File: config.mk
export PLATFORM = sky130hd
export DESIGN_NAME = rx_addr_filter
export DESIGN_NICKNAME = d
export VERILOG_FILES = /design/src/rtl/rxaf_pkg.sv /design/src/rtl/rxaf_hash.sv /design/src/rtl/rxaf_decide.sv /design/src/rtl/rx_addr_filter.sv
export SDC_FILE = /design/constraint.sdc
export NUM_CORES = 1
export LEC_CHECK = 0
export BUFFER_PORTS_ARGS = -buffer_cell sky130_fd_sc_hd__buf_2
export CAP_MARGIN = 10
export CORE_ASPECT_RATIO = 1.4
export CORE_MARGIN = 2
export CORE_UTILIZATION = 53
export CTS_CLUSTER_DIAMETER = 60
export DETAILED_ROUTE_END_ITERATION = 16
export PLACE_DENSITY = 0.9
export SLEW_MARGIN = 20
export SYNTH_ARGS = -nofsm -noshare
export SYNTH_HDL_FRONTEND = slang
export SYNTH_SLANG_ARGS = --single-unit
File: constraint.sdc
create_clock -name clk -period 2.15 [get_ports clk]
set_input_delay 0.215 -clock clk [delete_from_list [all_inputs] [get_ports clk]]
set_output_delay 0.215 -clock clk [all_outputs]
set_load 0.01 [all_outputs]
File: src/rtl/rxaf_pkg.sv
package rxaf_pkg;
  localparam int ADDR_W   = 48;
  localparam int WORD_W   = 32;
  localparam int HASH_W   = 6;
  localparam int TABLE_N  = 1 << HASH_W;
  localparam logic [31:0] CRC_POLY = 32'h04C11DB7;

  localparam int CTRL_DISBC  = 11;
  localparam int CTRL_HASH   = 13;
  localparam int CTRL_PROMIS = 18;
  localparam int CTRL_ALLMC  = 19;

  typedef struct packed {
    logic accept;
    logic mcast;
    logic bcast;
    logic fail;
  } rxaf_result_t;

  function automatic logic [31:0] crc_over_addr(input logic [ADDR_W-1:0] a);
    logic [31:0] c;
    logic fb;
    c = '1;
    for (int i = 0; i < ADDR_W; i++) begin
      fb = c[31] ^ a[i];
      c  = {c[30:0], 1'b0};
      if (fb) c = c ^ CRC_POLY;
    end
    return c;
  endfunction
endpackage

File: src/rtl/rxaf_hash.sv
module rxaf_hash
  import rxaf_pkg::*;
(
  input  logic [ADDR_W-1:0] da,
  input  logic [WORD_W-1:0] tbl_hi,
  input  logic [WORD_W-1:0] tbl_lo,
  output logic [HASH_W-1:0] idx,
  output logic              hit
);
  logic [31:0]        crc;
  logic [TABLE_N-1:0] tbl;

  always_comb begin
    crc = crc_over_addr(da);
    idx = crc[31 -: HASH_W];
    tbl = {tbl_hi, tbl_lo};
    hit = tbl[idx];
  end
endmodule

File: src/rtl/rxaf_decide.sv
module rxaf_decide
  import rxaf_pkg::*;
(
  input  logic [ADDR_W-1:0] da,
  input  logic [WORD_W-1:0] sta_hi,
  input  logic [WORD_W-1:0] sta_lo,
  input  logic [WORD_W-1:0] ctrl,
  input  logic              hash_hit,
  output rxaf_result_t      res
);
  localparam int HI_BYTES = (ADDR_W - WORD_W);

  logic [ADDR_W-1:0] station;
  logic is_bc, is_mc, is_uc, rule_ok;

  always_comb begin
    station = {sta_hi[HI_BYTES-1:0], sta_lo};
    is_bc   = &da;
    is_mc   = da[0] & ~is_bc;
    is_uc   = ~da[0];
    if (is_bc)      rule_ok = ~ctrl[CTRL_DISBC];
    else if (is_mc) rule_ok = ctrl[CTRL_ALLMC] | (ctrl[CTRL_HASH] & hash_hit);
    else            rule_ok = is_uc & (da == station);
    res.fail   = ~rule_ok;
    res.accept = rule_ok | ctrl[CTRL_PROMIS];
    res.mcast  = is_mc;
    res.bcast  = is_bc;
  end
endmodule

File: src/rtl/rx_addr_filter.sv
module rx_addr_filter
  import rxaf_pkg::*;
(
  input  logic              clk,
  input  logic              rst_n,
  input  logic              da_valid,
  input  logic [ADDR_W-1:0] da,
  input  logic [WORD_W-1:0] sta_hi,
  input  logic [WORD_W-1:0] sta_lo,
  input  logic [WORD_W-1:0] hash_hi,
  input  logic [WORD_W-1:0] hash_lo,
  input  logic [WORD_W-1:0] ctrl,
  output logic              res_valid,
  output logic              res_accept,
  output logic              res_mcast,
  output logic              res_bcast,
  output logic              res_fail
);
  logic [HASH_W-1:0] hash_idx;
  logic              hash_hit;
  rxaf_result_t      dec, res_q, res_d;
  logic              vld_d, vld_q;

  rxaf_hash u_hash (
    .da(da), .tbl_hi(hash_hi), .tbl_lo(hash_lo), .idx(hash_idx), .hit(hash_hit)
  );

  rxaf_decide u_decide (
    .da(da), .sta_hi(sta_hi), .sta_lo(sta_lo), .ctrl(ctrl),
    .hash_hit(hash_hit), .res(dec)
  );

  always_comb begin
    vld_d = da_valid;
    res_d = da_valid ? dec : res_q;
  end

  always_ff @(posedge clk or negedge rst_n) begin
    if (!rst_n) begin
      vld_q <= 1'b0;
      res_q <= '0;
    end else begin
      vld_q <= vld_d;
      if (da_valid) res_q <= res_d;
    end
  end

  assign res_valid  = vld_q;
  assign res_accept = res_q.accept;
  assign res_mcast  = res_q.mcast;
  assign res_bcast  = res_q.bcast;
  assign res_fail   = res_q.fail;

  assert_hold_R2: assert property (@(posedge clk) disable iff (!rst_n)
    !da_valid |=> $stable({res_accept, res_mcast, res_bcast, res_fail}) && !res_valid);
  assert_unicast_miss_R3: assert property (@(posedge clk) disable iff (!rst_n)
    (da_valid && !da[0] && !ctrl[CTRL_PROMIS] && da != {sta_hi[15:0], sta_lo})
      |=> !res_accept && res_fail);
  assert_bcast_reject_R4: assert property (@(posedge clk) disable iff (!rst_n)
    (da_valid && (&da) && ctrl[CTRL_DISBC] && !ctrl[CTRL_PROMIS]) |=> !res_accept);
  assert_flags_excl_R5: assert property (@(posedge clk) disable iff (!rst_n)
    $onehot0({res_mcast, res_bcast}));
  assert_allmc_R8: assert property (@(posedge clk) disable iff (!rst_n)
    (da_valid && da[0] && !(&da) && ctrl[CTRL_ALLMC]) |=> res_accept && res_mcast);
  assert_promisc_R9: assert property (@(posedge clk) disable iff (!rst_n)
    (da_valid && ctrl[CTRL_PROMIS]) |=> res_accept);
  assert_fail_inverse_R10: assert property (@(posedge clk) disable iff (!rst_n)
    (da_valid && !ctrl[CTRL_PROMIS]) |=> (res_accept != res_fail));
endmodule

==> flow_summary.yaml, run 1 <==
synth:
  syn_area_um2: 4610
  synth_warnings: 0
  synth_common_cells: "145 x xnor2_1, 39 x xnor3_1, 32 x xor2_1"
  synth.most_common_cell: "xnor2_1"
  postSynthAreaPerCell_um2: 10.6
  async_flop_share: 1.00
  netlist-cell-type-count: 54
  synth_nets: 647
  synth_top_area_frac: 0.276
  netlist_instances: 433
  synth_top_cell_by_area: "xnor2_1"
  ys_top_cells_by_area: "xnor2_1 28%, xnor3_1 19%, mux2i_1 6.7%"
  ys_seq_area_frac: 0.0272
  synth_edf_count: 0
  synthFlopType: "dfrtp_1"
  ys_ff_latch: 5
grt:
  track_usage: 0.648
  grt_max_degree: 17
  grt_overflow: 2
cts:
  clock_path_buffers: 2
  numCtsBuffers: 3
  cts_max_level: 1
  cts.sink_count: 5
  clock_tree.root_cell: "clkbuf_16"
outcome:
  lastStage: "global routing"
  outcome: "stopped before the end"
  error: "[ERROR GRT-0232] Routing congestion too high. Check the congestion heatmap in the GUI."
floorplanning:
  placementRows: 40
  num_io_pins: 216
  start_util: 0.541
  fp.dieH_um: 114
  die_w_um: 82.8
sta:
  worstEpCategory: "register input"
  grt-worst-endpoint: "res_fail$_DFFE_PN0P_/D"
place:
  gp_congestion: 1.08
  hpwl_um: 16100
  placedInstanceArea_um2: 6770
  portBuffers: 171
-- stage by stage --
step / hold WS, ns / worst slack [ns] / cells
2_1_floorplan: -0.0806 / -1.94 / 433
3_3_place_gp: 0.0288 / -2.13 / 847
3_5_place_dp: 0.0314 / -2.42 / 847
4_1_cts: 0.191 / -2.16 / 854
-- repair_timing --
action,in CTS
hold buffers,1
endpoints found under the hold margin,5
gates cloned,1
gates resized for setup,12
setup endpoints to repair,2
pin swaps,7
buffers inserted,1
-- logic make-up after synthesis --
family                   Yosys count  synth area share
XOR/XNOR                         251             0.696
AND/OR/NAND/NOR                   72            0.0875
AO/OA/AOI/OAI                     37            0.0570
multiplexers                      37            0.0875
buffers and inverters             28            0.0364
flip-flops                         5            0.0272
adder cells (fa/ha/maj)            3           0.00815
-- routing by layer --
layer	global-route usage	overflow
met4	0.586	1
met1	0.639	0
met3	0.537	0
met2	0.805	1
met5	0.206	0
==> run 2, diff against run 1 <==
- CORE_ASPECT_RATIO: 1.4 -> unset
- CORE_UTILIZATION: 53 -> 40
- CTS_CLUSTER_DIAMETER: 60 -> unset
- PLACE_DENSITY: 0.9 -> unset
- PLACE_DENSITY_LB_ADDON: unset -> 0.15
==> run 2 against run 1 <==
- the flow now finishes, with violations (setup timing)
- area after synthesis did not move
- synthesized cell count did not move
==> flow_summary.yaml, run 2 <==
outcome:
  outcome: "finished with violations"
  violations: "setup timing"
synth:
  ys_ff_latch: 5
  synth_warnings: 0
  synthFlopType: "dfrtp_1"
  async_flop_share: 1.00
  netlist_instances: 433
  netlist-cell-type-count: 54
  synth_edf_count: 0
  syn_area_um2: 4610
  ys_top_cells_by_area: "xnor2_1 28%, xnor3_1 19%, mux2i_1 6.7%"
  synth_top_area_frac: 0.276
  synth_common_cells: "145 x xnor2_1, 39 x xnor3_1, 32 x xor2_1"
  ys_seq_area_frac: 0.0272
  postSynthAreaPerCell_um2: 10.6
  synth_top_cell_by_area: "xnor2_1"
  synth.most_common_cell: "xnor2_1"
  synth_nets: 647
min_path:
  hold_path.class: "in -> reg"
  worstHoldPathCells: 1
cts:
  cts_tree: "yes"
  numCtsBuffers: 3
  clkSlewWorstSetupHoldPaths_ns: 0.03
  clk_latency_ns: 0.23
  cts_max_level: 1
  clock_tree.root_cell: "clkbuf_16"
  clock_path_buffers: 2
  cts.sink_count: 5
detailed_routing:
  avgRoutedWirePerCell_um: 17.9
  drt-total-wl_um: 16300
  remaining_drc_errors: 0
  num_vias: 4438
  drtAntennaViolNets: 0
  drt-vias-per-instance: 4.89
  drt_iter0_drc: 271
  drt-pass1-iter-count: 4
grt:
  grt_max_degree: 10
  grt_pass1_vias: 4700
  grt_pass1_wl_um: 25400
  track_usage: 0.261
  antenna_found_initial: 0
  grt_overflow: 0
sta:
  tightestPinTransition_ns: 0.461
  hold_ws_ns: 0.198
  clock_skew_ns: 0
  layout_min_cycle_time_ns: 4.23
  rsz0062_at_grt: "true"
  maxSlewHeadroom: 0.691
  finalWorstSetupSlack_ns: -2.08
  final-hold-violation-count: 0
  drv_slew: 0
  setup_viol: 2
  max_clock_freq_ghz: 0.236
  post-route-period-util: 1.97
floorplanning:
  fp.dieH_um: 111
  die_w_um: 111
  core_um2: 11300
  num_io_pins: 216
  start_util: 0.407
  die_area_um2: 12400
  placementRows: 39
finish:
  final_common_cell: "buf_2"
  nNetsFinal: 980
  final_cell_mix: "171 x buf_2, 168 x buf_4, 125 x xnor2_1"
  fin_util: 0.645
  stdcell_count: 908
  antenna_cells: 0
  area_growth_pct: 58.5
  drive_gt1_frac: 0.561
  fillCellCount: 990
critical_path:
  critical_path_class: "in -> reg"
  arrival_ns: 4.34
  startpoint_type: "input port"
  critPathCaptureType: "flip-flop"
  worstPathRequired_ns: 2.26
  critical_path.max_fanout: 8
  reg2reg_depth: 2
place:
  dp.cells: 887
  gp_congestion: 0.950
  hpwl_um: 14000
  portBuffers: 171
job:
  maxCapViolCount: 0
==> run 2: critical path, cell delays in order <==
cell,delay [ns]
buf_2,0.13
buf_4,0.17
xnor3_2,0.45
buf_4,0.17
xnor3_1,0.35
xor3_2,0.27
buf_4,0.15
xnor2_1,0.13
xnor2_1,0.26
buf_4,0.17
xnor3_4,0.47
and2_4,0.20
mux2i_4,0.27
o22ai_1,0.11
nor3b_1,0.22
o31a_1,0.14
nand4_1,0.17
a41o_1,0.28
==> run 2: per-stage QoR <==
stage / worst slack, ns / TNS, ns / instance area (um2)
2_1_floorplan: -1.94 / -3.83 / 4730
3_3_place_gp: -2.31 / -4.60 / 6840
3_5_place_dp: -2.39 / -4.77 / 6840
4_1_cts: -2.09 / -4.17 / 7160
5_1_grt: -2.28 / -4.55 / 7300
6_report: -2.08 / -4.14 / 7300
==> run 2: worst paths after layout <==
kind / end / slack [ns] / start
worst max register to register: res_fail$_DFFE_PN0P_ / 1.35 / res_fail$_DFFE_PN0P_
max in group asynchronous: res_bcast$_DFFE_PN0P_ / 1.67 / rst_n
worst min-delay path: res_valid$_DFF_PN0_ / 0.20 / da_valid
worst min register to register: res_mcast$_DFFE_PN0P_ / 0.53 / res_mcast$_DFFE_PN0P_
min in group asynchronous: res_fail$_DFFE_PN0P_ / 0.35 / rst_n
worst max-delay path: res_fail$_DFFE_PN0P_ / -2.08 / da[3]
==> run 2: timing repair <==
item | CTS | global route
setup buffers | 10 | 6
hold endpoints to repair | 5 | 0
pin swaps | 13 | 12
cloned | 0 | 0
hold buffers | 1 | 0
gates resized for setup | 23 | 20
setup endpoints to repair | 2 | 2
==> run 2: layout make-up <==
type,instances,area [um2],share of cell area
tap,143,179,0.0245
timing repair buffer,347,2230,0.306
inverter,9,33.8,0.00463
sequential,5,125,0.0171
clock buffer,4,78.8,0.0108
multi-input combinational,400,4650,0.637
==> run 2: logic make-up (layout without fill, tap and decap cells) <==
| kind of cell | after synthesis | after routing | share of synthesized area |
|---|---|---|---|
| fa+ha+maj | 3 | 3 | 0.00815 |
| simple gates | 72 | 72 | 0.0875 |
| mux | 37 | 37 | 0.0875 |
| xor+xnor | 251 | 251 | 0.696 |
| flops | 5 | 5 | 0.0272 |
| compound gates | 37 | 37 | 0.0570 |
| buf+inv | 28 | 360 | 0.0364 |
==> run 2: per-layer routing <==
metal | part of all wire | global-route usage | up-vias
met5 | 0 | 0 | -
met4 | 0.021 | 0.0551 | 0
met3 | 0.056 | 0.0230 | 15
met2 | 0.48 | 0.454 | 159
met1 | 0.44 | 0.356 | 2072
li1 | - | - | 2192
Power of run 2 is not shown: default switching activity piles up to over one toggle a cycle in this logic, so the estimate is an artifact.
==> run 3, diff against run 2 <==
==> constraint.sdc (replaced) <==
create_clock -name clk -period 2.15 [get_ports clk]
set_input_delay 0.3225 -clock clk [delete_from_list [all_inputs] [get_ports clk]]
set_output_delay 0.3225 -clock clk [all_outputs]
set_load 0.01 [all_outputs]
==> run 3 against run 2 <==
- the run still ends with setup timing left
- clock skew stayed put
- hold slack better by 0.11 ns
- sequential share of layout area about the same
- utilization up 1.9 points
- register-to-register slack about the same
- worst setup slack got worse by 0.096 ns
- non-clock buffer count rose by 11
- wire length up 2.0%
- design area grew 3.0%
- count of clock-buffer cells in the layout is the same
- final cell count grew 1.2%
- critical endpoint unchanged
==> flow_summary.yaml, run 3 (synthesis results as in run 2) <==
outcome:
  outcome: "finished with violations"
  violations: "setup timing"
min_path:
  hold_path.class: "in -> reg"
  holdPathEnd: "res_valid$_DFF_PN0_"
  worstHoldPathCells: 1
  min_from: "da_valid"
place:
  portBuffers: 171
  placedInstanceArea_um2: 6840
  gp_congestion: 0.965
  dp.cells: 888
  hpwl_um: 14100
critical_path:
  worstPathRequired_ns: 2.26
  crit_family: "XOR/XNOR gates"
  reg2reg_depth: 2
  r2r_end: "res_fail$_DFFE_PN0P_"
  cpMostUsedCell: "buf_6"
  critical_path_class: "in -> reg"
  slowest_delay_ns: 0.52
  cp_slowest_cell: "xnor3_4"
  critical_path.max_fanout: 5
  r2r_slack_ns: 1.35
  startpoint_type: "input port"
  arrival_ns: 4.44
  crit_chain: "buf_8, ha_4, xnor2_4, xor2_2, buf_4, buf_6, buf_6, xnor3_2, xnor2_2, xnor3_2, buf_6, xnor3_4, and2_4, mux2i_4, buf_4, buf_6, o21bai_1, nor4_2, nor4_1, a21o_1, a41o_1"
  r2r-start: "res_fail$_DFFE_PN0P_"
  worst-path-buf-inv: 7
  critPathCaptureType: "flip-flop"
finish:
  fin_util: 0.664
  area_growth_pct: 63.3
  final_common_cell: "buf_4"
  final_cell_mix: "170 x buf_4, 168 x buf_2, 125 x xnor2_1"
  antenna_cells: 0
  stdcell_count: 919
  final_area_um2: 7520
  drive_gt1_frac: 0.584
  nNetsFinal: 991
floorplanning:
  die_w_um: 111
  start_util: 0.407
  core_um2: 11300
  placementRows: 39
  die_area_um2: 12400
  num_io_pins: 216
  fp.dieH_um: 111
detailed_routing:
  avgRoutedWirePerCell_um: 18.1
  drt_iter0_drc: 262
  num_vias: 4484
  remaining_drc_errors: 0
  drtAntennaViolNets: 0
  drt-vias-per-instance: 4.88
  drt-total-wl_um: 16600
  drt-pass1-iter-count: 4
grt:
  grt_overflow: 0
  antenna_found_initial: 0
  track_usage: 0.263
  grt_max_degree: 10
  grt_pass1_wl_um: 25700
  grt_pass1_vias: 4768
sta:
  post-route-period-util: 2.01
  rsz0062_at_grt: "true"
  setup_viol: 2
  max_clock_freq_ghz: 0.231
  layout_min_cycle_time_ns: 4.33
  final-hold-violation-count: 0
  clock_skew_ns: 0
  finalWorstSetupSlack_ns: -2.18
  maxSlewHeadroom: 0.727
  drv_slew: 0
  hold_ws_ns: 0.307
  tightestPinTransition_ns: 0.406
cts:
  clkSlewWorstSetupHoldPaths_ns: 0.03
  clock_tree.root_cell: "clkbuf_16"
  cts.sink_count: 5
  numCtsBuffers: 3
  cts_max_level: 1
  clk_latency_ns: 0.23
  clock_path_buffers: 2
  cts_tree: "yes"
job:
  maxCapViolCount: 0
## run 3: worst reg2reg max path, cell delays in order, from the launching register on
cell and delay, ns:
dfrtp_1 0.36, nor2b_1 0.13, a41o_1 0.19
## run 3: cell type report
| class | count | area (um2) |
|---|---|---|
| multi-input cells | 400 | 4730 |
| flip-flops and latches | 5 | 125 |
| repair buffers | 358 | 2380 |
| fillers | 944 | 3800 |
| inverters | 9 | 33.8 |
| well taps | 143 | 179 |
| clock buffers | 4 | 78.8 |
## run 3: per-stage QoR
stage               setup TNS (ns)  setup slack (ns)
floorplan                    -4.05             -2.04
global placement             -4.80             -2.41
detailed placement           -5.00             -2.52
CTS                          -4.26             -2.14
global route                 -4.75             -2.40
finish                       -4.33             -2.18
## run 3: routing by layer
| metal | vias to the layer above | GRT usage | part of all wire |
|---|---|---|---|
| li1 | 2209 | - | - |
| met1 | 2108 | 0.366 | 0.45 |
| met2 | 153 | 0.458 | 0.48 |
| met3 | 14 | 0.0137 | 0.047 |
| met4 | 0 | 0.0494 | 0.020 |
| met5 | - | 0 | 0 |
## run 3: how the worst max path moves through the flow
| stage | start | to | slack (ns) | cells past startpoint |
|---|---|---|---|---|
| after floorplan | da[9] | res_fail$_DFFE_PN0P_ | -2.04 | 14 |
| after global placement | da[18] | res_accept$_DFFE_PN0P_ | -2.41 | 17 |
| after detailed placement | da[1] | res_accept$_DFFE_PN0P_ | -2.52 | 17 |
| after CTS | da[3] | res_accept$_DFFE_PN0P_ | -2.14 | 17 |
| after global routing | da[18] | res_accept$_DFFE_PN0P_ | -2.40 | 19 |
| final | da[2] | res_fail$_DFFE_PN0P_ | -2.18 | 21 |
## run 3: what timing repair did
action | 4_1_cts | 5_1_grt
endpoints found under the setup margin | 2 | 2
hold endpoints to repair | 5 | 0
buffers inserted | 10 | 16
hold buffers | 1 | 0
pin swaps | 15 | 31
resized for setup | 32 | 45
Power of run 3 is left out for the same reason.
==> run 4, diff against run 3 <==
- clock period: 2.15 -> 4.8 ns (I/O delays scaled with it)
==> run 4 against run 3 <==
- the run now ends clean
- count of clock-buffer cells in the layout fell by 1
- design area shrank 6.8%
- worst setup slack improved by 2.2 ns
- wire length shrank 4.9%
- via count is 2.9% lower
- non-clock buffer count fell by 55
- highest routed layer unchanged
==> flow_summary.yaml, run 4 (synthesis results as in run 2) <==
outcome:
  outcome: "complete, no violations"
place:
  hpwl_um: 13400
  gp_congestion: 0.979
  portBuffers: 171
grt:
  grt_pass1_vias: 4589
  antenna_found_initial: 0
  grt_max_degree: 13
  grt_pass1_wl_um: 24100
  grt_overflow: 0
  track_usage: 0.247
job:
  maxCapViolCount: 0
finish:
  final_cell_mix: "170 x buf_2, 127 x xnor2_1, 120 x buf_4"
  drive_gt1_frac: 0.533
  area_growth_pct: 52.2
  ff_latch_area_um2: 125
  final_common_cell: "buf_2"
  nNetsFinal: 936
  multi_input_area_um2: 4650
  fillCellCount: 999
  antenna_cells: 0
detailed_routing:
  drtAntennaViolNets: 0
  drt-vias-per-instance: 5.04
  wl_met1_um: 6510
  num_vias: 4353
  wl_met2_um: 7920
  drt-total-wl_um: 15800
  drt_iter0_drc: 254
  drt-pass1-iter-count: 4
  remaining_drc_errors: 0
  maxUsedRoutingLayer: "met4"
  wl_met3_um: 827
  avgRoutedWirePerCell_um: 18.3
floorplanning:
  start_util: 0.407
  die_area_um2: 12400
  core_um2: 11300
  placementRows: 39
  die_w_um: 111
  num_io_pins: 216
  fp.dieH_um: 111
sta:
  clock_skew_ns: 0
  max_clock_freq_ghz: 0.209
  setup_viol: 0
  layout_min_cycle_time_ns: 4.78
  tightestPinTransition_ns: 0.486
  maxSlewHeadroom: 0.673
  post-route-period-util: 0.996
  hold_ws_ns: 0.292
  final-hold-violation-count: 0
  rsz0062_at_grt: "true"
  drv_slew: 0
critical_path:
  startpoint_type: "input port"
  worstPathRequired_ns: 4.91
  crit_chain: "buf_2, ha_4, xnor3_2, buf_6, xnor2_4, xnor3_2, xnor2_4, xnor3_2, xnor2_4, xnor3_2, buf_12, mux2i_4, o22ai_1, nor4_1, nor4_1, a21o_1, a41o_1"
  cpMostUsedCell: "xnor3_2"
  cp_slowest_cell: "xnor3_2"
  critical_path.max_fanout: 7
  critical_path_class: "in -> reg"
  slowest_delay_ns: 0.53
  critPathCaptureType: "flip-flop"
  arrival_ns: 4.89
cts:
  numCtsBuffers: 3
  holdBufCountCts: 0
  clk_latency_ns: 0.23
  cts_tree: "yes"
  clock_tree.root_cell: "clkbuf_16"
  cts_max_level: 1
  clkSlewWorstSetupHoldPaths_ns: 0.03
  clock_path_buffers: 2
  cts.sink_count: 5
min_path:
  hold_path.class: "in -> async"
-- run 4: changes by cell type in the layout (fill, tap and decap cells not counted), moves of 3 or more --
cell	previous run	this run
buf_8	3	0
nor2_1	10	13
xor2_2	10	6
buf_6	13	8
buf_4	170	120
xor2_1	25	29
-- run 4: layer usage --
metal,global-route usage,vias to the layer above
li1,-,2103
met1,0.316,2050
met2,0.441,161
met3,0.0180,39
met4,0.0840,0
met5,0,-
-- run 4: cell type report --
cell class	instances	share of cell area
Inverter	9	0.00482
Tap cell	143	0.0255
Sequential cell	5	0.0178
Multi-Input combinational cell	400	0.663
Clock inverter	1	0.000714
Clock buffer	3	0.0107
Timing Repair Buffer	303	0.277
-- run 4: worst paths after layout --
kind | endpoint | slack, ns | startpoint | cells after the start
worst max-delay path | res_fail$_DFFE_PN0P_ | 0.02 | da[4] | 17
worst min-delay path | res_accept$_DFFE_PN0P_ | 0.29 | rst_n | 1
worst max register to register | res_fail$_DFFE_PN0P_ | 3.97 | res_fail$_DFFE_PN0P_ | 2
worst min register to register | res_bcast$_DFFE_PN0P_ | 0.53 | res_bcast$_DFFE_PN0P_ | 2
max in group asynchronous | res_fail$_DFFE_PN0P_ | 4.38 | rst_n | 1
min in group clk | res_bcast$_DFFE_PN0P_ | 0.53 | res_bcast$_DFFE_PN0P_ | 2
-- run 4: worst max-delay path, delay by kind of cell --
kind,cells,cell delay [ns]
buffers and inverters,3,0.45
AND/OR/NAND/NOR,2,0.39
multiplexers,1,0.30
XOR/XNOR,7,2.17
adder cells (fa/ha/maj),1,0.27
AO/OA/AOI/OAI,3,0.57
-- run 4: what timing repair did --
item,4_1_cts,5_1_grt
gates cloned,0,0
pin swaps,23,19
resized for setup,14,36
setup endpoints to repair,2,2
setup buffers,7,11
-- run 4: per-stage QoR --
step | TNS [ns] | instance area (um2) | cells | setup slack (ns) | utilization
final | 0 | 7010 | 864 | 0.0199 | 0.619
after global routing | -0.274 | 7010 | 864 | -0.169 | 0.619
after CTS | 0 | 6690 | 853 | 0.000401 | 0.591
after detailed placement | -0.703 | 6470 | 842 | -0.361 | 0.572
after global placement | -0.533 | 6470 | 842 | -0.267 | 0.572
after floorplan | 0 | 4670 | 433 | 0.0541 | -
Power of run 4 is left out for the same reason.
